<file path="src/rtl/rtc_pkg.sv">
`timescale 1ns/1ps
package rtc_pkg;

    // Register byte offsets (software decodes these)
    localparam int unsigned OFS_STATUS = 8'h08;
    localparam int unsigned OFS_DIVTRM = 8'h0C;
    localparam int unsigned OFS_TOD    = 8'h10;
    localparam int unsigned OFS_DATE   = 8'h14;
    localparam int unsigned OFS_ATOD   = 8'h18;
    localparam int unsigned OFS_ADATE  = 8'h1C;

    // Status bit positions
    localparam int unsigned ST_W       = 6;
    localparam int unsigned ST_ALM_F   = 0;
    localparam int unsigned ST_TICK_F  = 1;
    localparam int unsigned ST_ALM_EN  = 2;
    localparam int unsigned ST_TICK_EN = 3;
    localparam int unsigned ST_CAL_F   = 4;
    localparam int unsigned ST_CAL_EN  = 5;
    localparam logic [ST_W-1:0] FLAG_MASK = 6'b01_0011;
    localparam logic [ST_W-1:0] EN_MASK   = 6'b10_1100;

    // Field widths and limits
    localparam int unsigned YEAR_W = 12;
    localparam int unsigned MON_W  = 4;
    localparam int unsigned DAY_W  = 5;
    localparam int unsigned HOUR_W = 5;
    localparam int unsigned MIN_W  = 6;
    localparam int unsigned SEC_W  = 6;
    localparam int unsigned TOD_W  = HOUR_W + MIN_W + SEC_W;
    localparam int unsigned DATE_W = YEAR_W + MON_W + DAY_W;

    localparam logic [SEC_W-1:0]  SEC_LAST  = 6'd59;
    localparam logic [MIN_W-1:0]  MIN_LAST  = 6'd59;
    localparam logic [HOUR_W-1:0] HOUR_LAST = 5'd23;
    localparam logic [MON_W-1:0]  MON_LAST  = 4'd12;

    // Packed order equals the register bit layout
    typedef struct packed {
        logic [HOUR_W-1:0] hour;
        logic [MIN_W-1:0]  minute;
        logic [SEC_W-1:0]  second;
    } tod_t;

    typedef struct packed {
        logic [YEAR_W-1:0] year;
        logic [MON_W-1:0]  month;
        logic [DAY_W-1:0]  day;
    } date_t;

    typedef struct packed {
        tod_t  tod;
        date_t date;
    } cal_t;

    typedef struct packed {
        logic [31:0]     divtrim;
        tod_t            alm_tod;
        date_t           alm_date;
        logic [ST_W-1:0] status;
    } regs_t;

    function automatic logic leap_year(input logic [YEAR_W-1:0] y);
        logic by4, by100, by400;
        by4   = (y % 12'd4)   == '0;
        by100 = (y % 12'd100) == '0;
        by400 = (y % 12'd400) == '0;
        return (by4 && !by100) || by400;
    endfunction

    function automatic logic [DAY_W-1:0] month_len(input logic [YEAR_W-1:0] y,
                                                   input logic [MON_W-1:0]  m);
        logic [DAY_W-1:0] len;
        case (m)
            4'd2:                    len = leap_year(y) ? 5'd29 : 5'd28;
            4'd4, 4'd6, 4'd9, 4'd11: len = 5'd30;
            default:                 len = 5'd31;
        endcase
        return len;
    endfunction

endpackage

</file>
<file path="src/rtl/rtc_divider.sv">
`timescale 1ns/1ps
module rtc_divider #(
    parameter int unsigned CNT_W = 16
) (
    input  logic             clk,
    input  logic             rst_n,
    input  logic             ref_pulse,
    input  logic             restart,
    input  logic [CNT_W-1:0] div_val,
    output logic             tick
);
    typedef struct packed {
        logic [CNT_W-1:0] cnt;
    } div_st_t;

    div_st_t st_d, st_q;

    always_comb begin
        st_d = st_q;
        tick = 1'b0;
        if (restart) begin
            st_d.cnt = '0;
        end else if (ref_pulse) begin
            if (st_q.cnt >= div_val) begin
                st_d.cnt = '0;
                tick     = 1'b1;
            end else begin
                st_d.cnt = st_q.cnt + 1'b1;
            end
        end
    end

    always_ff @(posedge clk) begin
        if (!rst_n) st_q <= '0;
        else        st_q <= st_d;
    end
endmodule

</file>
<file path="src/rtl/rtc_calendar.sv">
`timescale 1ns/1ps
module rtc_calendar
    import rtc_pkg::*;
#(
    parameter int unsigned RESET_YEAR = 2000
) (
    input  logic  clk,
    input  logic  rst_n,
    input  logic  tick,
    input  logic  wr_tod,
    input  logic  wr_date,
    input  tod_t  tod_wdata,
    input  date_t date_wdata,
    output cal_t  cal_now,
    output cal_t  cal_next,
    output logic  cal_upd
);
    localparam date_t RST_DATE = '{year: YEAR_W'(RESET_YEAR), month: 4'd1, day: 5'd1};

    cal_t cal_d, cal_q;
    logic sec_c, min_c, hr_c, day_c, mon_c;

    always_comb begin
        sec_c = cal_q.tod.second >= SEC_LAST;
        min_c = sec_c && (cal_q.tod.minute >= MIN_LAST);
        hr_c  = min_c && (cal_q.tod.hour >= HOUR_LAST);
        day_c = hr_c  && (cal_q.date.day >= month_len(cal_q.date.year, cal_q.date.month));
        mon_c = day_c && (cal_q.date.month >= MON_LAST);

        cal_d = cal_q;
        if (wr_tod || wr_date) begin
            if (wr_tod)  cal_d.tod  = tod_wdata;
            if (wr_date) cal_d.date = date_wdata;
        end else if (tick) begin
            cal_d.tod.second = sec_c ? '0 : cal_q.tod.second + 1'b1;
            if (sec_c) cal_d.tod.minute = min_c ? '0 : cal_q.tod.minute + 1'b1;
            if (min_c) cal_d.tod.hour   = hr_c  ? '0 : cal_q.tod.hour + 1'b1;
            if (hr_c)  cal_d.date.day   = day_c ? 5'd1 : cal_q.date.day + 1'b1;
            if (day_c) cal_d.date.month = mon_c ? 4'd1 : cal_q.date.month + 1'b1;
            if (mon_c) cal_d.date.year  = cal_q.date.year + 1'b1;
        end
    end

    always_ff @(posedge clk) begin
        if (!rst_n) cal_q <= '{tod: '0, date: RST_DATE};
        else        cal_q <= cal_d;
    end

    assign cal_now  = cal_q;
    assign cal_next = cal_d;
    assign cal_upd  = tick || wr_tod || wr_date;
endmodule

</file>
<file path="src/rtl/rtc_alarm_match.sv">
`timescale 1ns/1ps
module rtc_alarm_match
    import rtc_pkg::*;
(
    input  logic  cal_upd,
    input  cal_t  cal_next,
    input  tod_t  alm_tod,
    input  date_t alm_date,
    output logic  hit
);
    logic tod_eq, date_eq;

    always_comb begin
        tod_eq  = cal_next.tod  == alm_tod;
        date_eq = cal_next.date == alm_date;
        hit     = cal_upd && tod_eq && date_eq;
    end
endmodule

</file>
<file path="src/rtl/cal_rtc.sv">
`timescale 1ns/1ps
module cal_rtc
    import rtc_pkg::*;
#(
    parameter int unsigned ADDR_W     = 8,
    parameter int unsigned DIV_W      = 16,
    parameter int unsigned RESET_YEAR = 2000
) (
    input  logic              clk,
    input  logic              rst_n,
    input  logic              ref_pulse,
    input  logic              bus_en,
    input  logic              bus_we,
    input  logic [ADDR_W-1:0] bus_addr,
    input  logic [31:0]       bus_wdata,
    output logic [31:0]       bus_rdata,
    output logic              irq_alarm,
    output logic              irq_tick
);
    regs_t regs_d, regs_q;

    logic hit_status, hit_div, hit_tod, hit_date, hit_atod, hit_adate, addr_hit;
    logic wr_acc, rd_acc, wr_status, wr_tod, wr_date, wr_cal;
    logic div_tick, cal_upd, alarm_hit;
    cal_t cal_now, cal_next;
    logic [ST_W-1:0] stat_word;

    // Address decode
    always_comb begin
        hit_status = bus_addr == ADDR_W'(OFS_STATUS);
        hit_div    = bus_addr == ADDR_W'(OFS_DIVTRM);
        hit_tod    = bus_addr == ADDR_W'(OFS_TOD);
        hit_date   = bus_addr == ADDR_W'(OFS_DATE);
        hit_atod   = bus_addr == ADDR_W'(OFS_ATOD);
        hit_adate  = bus_addr == ADDR_W'(OFS_ADATE);
        addr_hit   = hit_status | hit_div | hit_tod | hit_date | hit_atod | hit_adate;
        wr_acc     = bus_en && bus_we;
        rd_acc     = bus_en && !bus_we;
        wr_status  = wr_acc && hit_status;
        wr_tod     = wr_acc && hit_tod;
        wr_date    = wr_acc && hit_date;
        wr_cal     = wr_tod || wr_date;
    end

    rtc_divider #(.CNT_W(DIV_W)) u_div (
        .clk       (clk),
        .rst_n     (rst_n),
        .ref_pulse (ref_pulse),
        .restart   (wr_cal),
        .div_val   (regs_q.divtrim[DIV_W-1:0]),
        .tick      (div_tick)
    );

    rtc_calendar #(.RESET_YEAR(RESET_YEAR)) u_cal (
        .clk        (clk),
        .rst_n      (rst_n),
        .tick       (div_tick),
        .wr_tod     (wr_tod),
        .wr_date    (wr_date),
        .tod_wdata  (tod_t'(bus_wdata[TOD_W-1:0])),
        .date_wdata (date_t'(bus_wdata[DATE_W-1:0])),
        .cal_now    (cal_now),
        .cal_next   (cal_next),
        .cal_upd    (cal_upd)
    );

    rtc_alarm_match u_alm (
        .cal_upd  (cal_upd),
        .cal_next (cal_next),
        .alm_tod  (regs_q.alm_tod),
        .alm_date (regs_q.alm_date),
        .hit      (alarm_hit)
    );

    // Next-state of the register file
    always_comb begin
        regs_d = regs_q;
        if (wr_acc && hit_div)   regs_d.divtrim  = bus_wdata;
        if (wr_acc && hit_atod)  regs_d.alm_tod  = tod_t'(bus_wdata[TOD_W-1:0]);
        if (wr_acc && hit_adate) regs_d.alm_date = date_t'(bus_wdata[DATE_W-1:0]);
        if (wr_status) begin
            regs_d.status = (regs_q.status & FLAG_MASK & ~bus_wdata[ST_W-1:0])
                          | (bus_wdata[ST_W-1:0] & EN_MASK);
        end
        if (alarm_hit) begin
            regs_d.status[ST_ALM_F] = 1'b1;
            regs_d.status[ST_CAL_F] = 1'b1;
        end
        if (div_tick) regs_d.status[ST_TICK_F] = 1'b1;
    end

    always_ff @(posedge clk) begin
        if (!rst_n) regs_q <= '0;
        else        regs_q <= regs_d;
    end

    // Read path and interrupt lines
    always_comb begin
        stat_word = regs_q.status;
        bus_rdata = '0;
        if (rd_acc) begin
            if (hit_status)     bus_rdata = 32'(stat_word);
            else if (hit_div)   bus_rdata = regs_q.divtrim;
            else if (hit_tod)   bus_rdata = 32'(cal_now.tod);
            else if (hit_date)  bus_rdata = 32'(cal_now.date);
            else if (hit_atod)  bus_rdata = 32'(regs_q.alm_tod);
            else if (hit_adate) bus_rdata = 32'(regs_q.alm_date);
        end
        irq_alarm = (stat_word[ST_ALM_F] && stat_word[ST_ALM_EN])
                 || (stat_word[ST_CAL_F] && stat_word[ST_CAL_EN]);
        irq_tick  = stat_word[ST_TICK_F] && stat_word[ST_TICK_EN];
    end
endmodule

</file>
<file path="config.mk">
export PLATFORM = sky130hd
export DESIGN_NAME = cal_rtc
export DESIGN_NICKNAME = d
export VERILOG_FILES = /design/src/rtl/rtc_pkg.sv /design/src/rtl/rtc_divider.sv /design/src/rtl/rtc_calendar.sv /design/src/rtl/rtc_alarm_match.sv /design/src/rtl/cal_rtc.sv
export SDC_FILE = /design/constraint.sdc
export NUM_CORES = 1
export LEC_CHECK = 0
export ABC_CLOCK_PERIOD_IN_PS = 7100
export BUFFER_PORTS_ARGS = -buffer_cell sky130_fd_sc_hd__buf_2
export CAP_MARGIN = 20
export CORE_ASPECT_RATIO = 1.2
export CORE_MARGIN = 4
export CORE_UTILIZATION = 25
export DETAILED_ROUTE_END_ITERATION = 10
export GPL_ROUTABILITY_DRIVEN = 1
export HOLD_SLACK_MARGIN = 0.05
export SYNTH_ARGS = -nofsm -noshare
export SYNTH_HDL_FRONTEND = slang
export SYNTH_SLANG_ARGS = --single-unit
</file>
<file path="constraint.sdc">
create_clock -name clk -period 7.1 [get_ports clk]
set_input_delay 0.355 -clock clk [delete_from_list [all_inputs] [get_ports clk]]
set_output_delay 0.355 -clock clk [all_outputs]
set_load 0.01 [all_outputs]
</file>
---- Yosys cells after proc, flatten, opt, wreduce, memory -nomap -nowiden ----
Cells that the tools add are included.
word-level totals
  register bits ........................... 130
  bits in latches ......................... 0
  RAM bits ................................ 0
  ROM bits ................................ 0
  output and inout port bits .............. 34
  memories ................................ 0
operators by class
  add/subtract/negate cells ............... 7
  $mul .................................... 0
  divide/modulo/power cells ............... 2
  $lt $le $gt $ge ......................... 6
  equal/unequal tests ..................... 13
  shift operators ......................... 0
  multiplexer cells ....................... 31
  bitwise operators ....................... 4
  reductions and logical operators ........ 32
operators by type and width
  kind                   count
  $mux 21                5
  $mux 32                3
  $mux 38                2
  $logic_not 12->1       3
  $eq 8x5->1 const B     4
  $mux 5                 5
  $eq 21x21->1           1
  $logic_and 1x1->1      18
  $mux 6                 3
  $eq 17x17->1           1
  $mux 17                1
  $add 16x1->16 const B  1
  $eq 8x4->1 const B     2
  $ge 16x16->1           1
  $mux 16                1
  $add 12x1->12 const B  1
  $add 6x1->6 const B    2
  $ge 6x6->1 const B     2
  $mod 12x7->12 const B  1
  $mod 12x9->12 const B  1
  $mux 12                1
  $add 5x1->5 const B    2
  $pmux 5 s2             1
  $eq 4x3->1 const B     2
  17 further kinds       31

---- Depth between registers and ports, before layout ----
  depth in word-level cells ............... 18
  depth in mapped cells ................... 25
  mapped depth without buffers ............ 23

---- By module ----
From an unflattened synthesis, not the netlist that was laid out.
second synthesis, totals
  cell total of the unflattened synthesis .. 1190
  area, all modules ....................... 9186.3 um^2
by module, submodules not included
  module           instances  cells each  area each (um^2)  seq. area each (um^2)
  cal_rtc          1          508         4119.0            1521.5
  rtc_calendar     1          492         3472.1            760.7
  rtc_divider      1          139         1176.1            320.3
  rtc_alarm_match  1          51          419.2             0.0

---- Worst setup path after synthesis ----
No wires, ideal clock.
  path kind ............................... reg-to-reg
  from .................................... register u_cal.cal_q (netlist bit u_cal.cal_now[15])
  to ...................................... register regs_q[0] (netlist: stat_word[0])
  data arrival time ....................... 5769 ps
  setup slack ............................. 1244 ps
  cell stages (with the launch flop) ...... 25
  buffers on the path ..................... 1
  clock period less this slack ............ 5856 ps
  cells stage by stage .................... dfxtp_1 > buf_2 > or4_1 > o211ai_1 > a2111oi_2 > nor3_2 > o2bb2ai_1 > o21bai_1 > a221oi_1 > a21o_1 > a211o_1 > o311ai_1 > o21ai_1 > ha_1 > nand2b_1 > a21oi_1 > nor4_2 > nand4_1 > or4_1 > or4_1 > a31o_1 > xnor2_1 > nor4_1 > nand4_1 > o31ai_1
on the way
  word-level cells in the longest chain between the ends .. 17
  elaborated cells on any way between the ends .. 25
  those cells by class .................... 1 x add/sub; 2 x div; 1 x order compare; 1 x eq/ne; 11 x mux; 9 x reduce/logical
RTL lines
  what                                                line                   text
  from (decl)                                         rtc_calendar.sv:20     cal_t cal_d, cal_q;
  from (signal assigned)                              rtc_calendar.sv:45     if (!rst_n) cal_q <= '{tod: '0, date: RST_DATE};
  from (signal assigned)                              rtc_calendar.sv:46     else cal_q <= cal_d;
  $mod 12x7->12                                       rtc_pkg.sv:66          by100 = (y % 12'd100) == '0;
  $logic_not 12->1                                    rtc_pkg.sv:66
  $logic_not 1->1                                     rtc_pkg.sv:68          return (by4 && !by100) || by400;
  $logic_and 1x1->1                                   rtc_pkg.sv:68
  $logic_or 1x1->1                                    rtc_pkg.sv:68
  $mux 1                                              rtc_pkg.sv:75          4'd2: len = leap_year(y) ? 5'd29 : 5'd28;
  $pmux 5 s2                                          rtc_pkg.sv:74          case (m)
  $ge 5x5->1                                          rtc_calendar.sv:27     day_c = hr_c && (cal_q.date.day >= month_len(cal_q.date.year, cal_q.date.month));
  $logic_and 1x1->1                                   rtc_calendar.sv:27
  $logic_and 1x1->1                                   rtc_calendar.sv:28     mon_c = day_c && (cal_q.date.month >= MON_LAST);
  $mux 4 (2 in series)                                rtc_calendar.sv:39     if (day_c) cal_d.date.month = mon_c ? 4'd1 : cal_q.date.month + 1'b1;
  $mux 38                                             rtc_calendar.sv:34     end else if (tick) begin
  $mux 38 (*)                                         rtc_calendar.sv:31     if (wr_tod || wr_date) begin
  $eq 21x21->1 (*)                                    rtc_alarm_match.sv:15  date_eq = cal_next.date == alm_date;
  $logic_and 1x1->1 (*)                               rtc_alarm_match.sv:16  hit = cal_upd && tod_eq && date_eq;
  $mux 1 / $reduce_bool 2->1 (equally long branches)  -
  to (signal assigned)                                cal_rtc.sv:94          else regs_q <= regs_d;
  to (decl)                                           cal_rtc.sv:20          regs_t regs_d, regs_q;
Mark *: on every way between the ends. The rest lies on a longest branch, timed or not.
A chain may end at the register's enable or synchronous reset.

---- Worst setup path after layout ----
  from .................................... register u_cal.cal_q (netlist bit u_cal.cal_now[16])
  to ...................................... register regs_q[0] (netlist: stat_word[0])
The elaborated chain is that of the path after synthesis.

==> impl_metrics.tcl <==
set metrics [dict create \
    status "complete, no violations" \
    yosys.cell_types.count 96 \
    firstDrtPassIters 6 \
    place_inst 1754 \
    fin_util 0.2892 \
    finClkSkew_ns 0.01152 \
    synth_edf_count 0 \
    postCtsSetupRepairBufs 0 \
    ff_latch_area_um2 2610 \
    drtIter0Drc 1126 \
    antenna_found_initial 0 \
    cts_tree "yes" \
    syn-num-nets 1354 \
    ys_seq_elements 130 \
    hpwlAfterDp_um 25180 \
    relSlewSlack 0.2562 \
    initial_core_util 0.2536 \
    holdWs_ns 0.1624 \
    post-route-period-util 0.9405 \
    setup_viol 0 \
    p_leak_uw 0.003868 \
    vias 9900 \
    mappedNetlistArea_um2 9381 \
    grt_pass1_wl_um 53790 \
    layout_commonest_cell "nand2_1" \
    busiest_layer "met2" \
    yosysWarningCount 0 \
    ys_async_sr_fraction 0 \
    synth-main-ff-cell "dfxtp_1" \
    dpl_cell_area_um2 10100 \
    end_kind "flop" \
    clk_latency_ns 0.43 \
    critPathKind "flop to flop" \
    syn2layout_area_growth_pct 14.03 \
    final_antenna_net_count 0 \
    design_area_um2 10700 \
    grt_max_degree 95 \
    hold_viol 0 \
    cts_sinks 130 \
    numCtsBuffers 17 \
    worst_pin_slew_ns 1.116 \
    crit_required_ns 7.44 \
    met3_usage 0.02812 \
    place.port_buffers 78 \
    nets 1373 \
    power.density_nw_per_um2 156.8 \
    pin_count 79 \
    clock_path_buffers 2 \
    multi_input_area_um2 6305 \
    syn_inst 1280 \
    fmaxAchievable_mhz 149.8 \
    grt_usage 0.1669 \
    fillers 4073 \
    htree_levels 4 \
    path_clk_slew_ns 0.06 \
    via_per_inst 5.549 \
    syn_area_per_cell_um2 7.329 \
    gp_congestion 0.9437 \
    grt_overflow_total 0 \
    core_um2 37000 \
    critPathLaunchType "flop" \
    post_drt_wl_per_cell_um 19.43 \
    root_buffer "clkbuf_16" \
    final_cell_mix "nand2_1 (219), dfxtp_1 (124), a21oi_1 (119), nor2_1 (103), buf_2 (78)" \
    final_layout_size_suffix_gt1_frac 0.1275 \
    rows 77 \
    post-route-min-period_ns 6.678 \
    die_w_um 184.8 \
    vdd_drop_max_uv 160.3 \
    die-area_um2 40700 \
    crit_fanout 22 \
    ys_seq_area_frac 0.2774 \
    maxCapViolCount 0 \
    wirelength_um 34660 \
    use_met2 0.2804 \
    drc 0 \
    final_cells 1784 \
    antenna-diode-count 0 \
    drv_slew 0 \
    grt_use_met1 0.2033 \
    arrival_ns 7.02 \
    die_y_um 220.2 \
    hp-class "primary input to flop" \
    grt_pass1_vias 9330 \
]
==> routing by layer <==
layer / wire [um] / share of wire
met5: 0 / 0
met4: 1930 / 0.056
met3: 2207 / 0.064
met2: 16630 / 0.48
met1: 13900 / 0.40
==> flip-flops by register name, summed over array words and instances (netlist names) <==
register,flops
u_cal.cal_now,38
regs_q,70
u_div.st_q,16
stat_word,6
==> report_power, final <==
part	leakage, uW	switching, uW	internal, uW
clock	0.000257	340	494
combinational	0.00256	73.7	31.9
sequential	0.00105	4.33	732
total	0.00387	418	1260
==> metrics by stage <==
| step | setup TNS, ns | setup slack, ns | power (uW) |
|---|---|---|---|
| after global placement | 0 | 0.3987 | 855.4 |
| after CTS | 0 | 0.1991 | 1686 |
| after floorplan | 0 | 1.244 | 807.9 |
| final | 0 | 0.4225 | 1677 |
| after global routing | -0.009668 | -0.009668 | 1723 |
| after detailed placement | 0 | 0.2684 | 855.9 |
==> worst max-delay path, stage by stage, from the launching register on <==
cell	delay, ns
dfxtp_2	0.43
nor3_1	0.35
o211ai_1	0.24
a21o_1	0.27
nor4b_2	0.46
o21ai_1	0.15
a21oi_2	0.26
nand2b_1	0.12
or3_1	0.33
a211o_1	0.26
o311ai_1	0.27
o21ai_1	0.10
ha_1	0.27
nand2b_1	0.10
a21oi_1	0.12
nor4_2	0.42
nand4_1	0.28
or4_1	0.57
or4_1	0.48
a31o_1	0.26
xnor2_1	0.14
nor4_1	0.22
nand4_1	0.16
o31ai_1	0.30
==> final timing paths <==
check / startpoint / endpoint / slack (ns) / cells after the start
worst max register to register: u_cal.cal_now[16] / stat_word[0] / 0.42 / 23
worst max-delay path: u_cal.cal_now[16] / stat_word[0] / 0.42 / 23
worst min-delay path: bus_wdata[24] / regs_q[68] / 0.16 / 3
worst min register to register: regs_q[65] / regs_q[65] / 0.45 / 2
==> cells by family (layout without fill, tap and decap cells) <==
| family | after synthesis | in the layout | synth area share |
|---|---|---|---|
| multiplexers | 20 | 20 | 0.02201 |
| AO/OA/AOI/OAI | 374 | 374 | 0.2737 |
| buffers and inverters | 129 | 159 | 0.05682 |
| adder cells (fa/ha/maj) | 29 | 29 | 0.03868 |
| XOR/XNOR | 57 | 57 | 0.05401 |
| AND/OR/NAND/NOR | 541 | 541 | 0.2774 |
| flip-flops | 130 | 130 | 0.2774 |
==> final cells by class <==
cell class                 instances  area share
clock inverter                     9    0.007836
sequential                       130      0.2440
multi-input combinational       1021      0.5894
tap                              474     0.05544
clock buffer                      21     0.04304
inverter                          34     0.01193
timing repair buffer              95     0.04842
==> what timing repair did <==
item | 4_1_cts | 5_1_grt
hold buffers | 0 | 0
gates resized for setup | 0 | 13
endpoints found under the setup margin | 0 | 2
==> Yosys cell counts (12+ instances only) <==
cell      instances  area, um^2
nor4_1           17       106.4
a22oi_1          22       165.2
a22o_1           12       105.1
a211oi_1         21       157.7
a31oi_1          25       156.4
nand4_1          14       87.58
nor2_1          104       390.4
a21o_1           17       127.6
xor2_1           23       201.4
dfxtp_1         130        2603
xnor2_1          33       289.0
nand2_1         219       822.0
ha_1             29       362.9
inv_1            33       123.9
and2_1           25       156.4
o21ai_0          32       160.2
buf_2            27       135.1
nor3_1           24       120.1
o31ai_1          12       90.09
clkbuf_1         58       217.7
nand3_1          48       240.2
a21oi_1         120       600.6
nand2b_1         12       75.07
and3_1           22       137.6
mux2i_1          15       150.1
(Power assumes the default switching activity.)
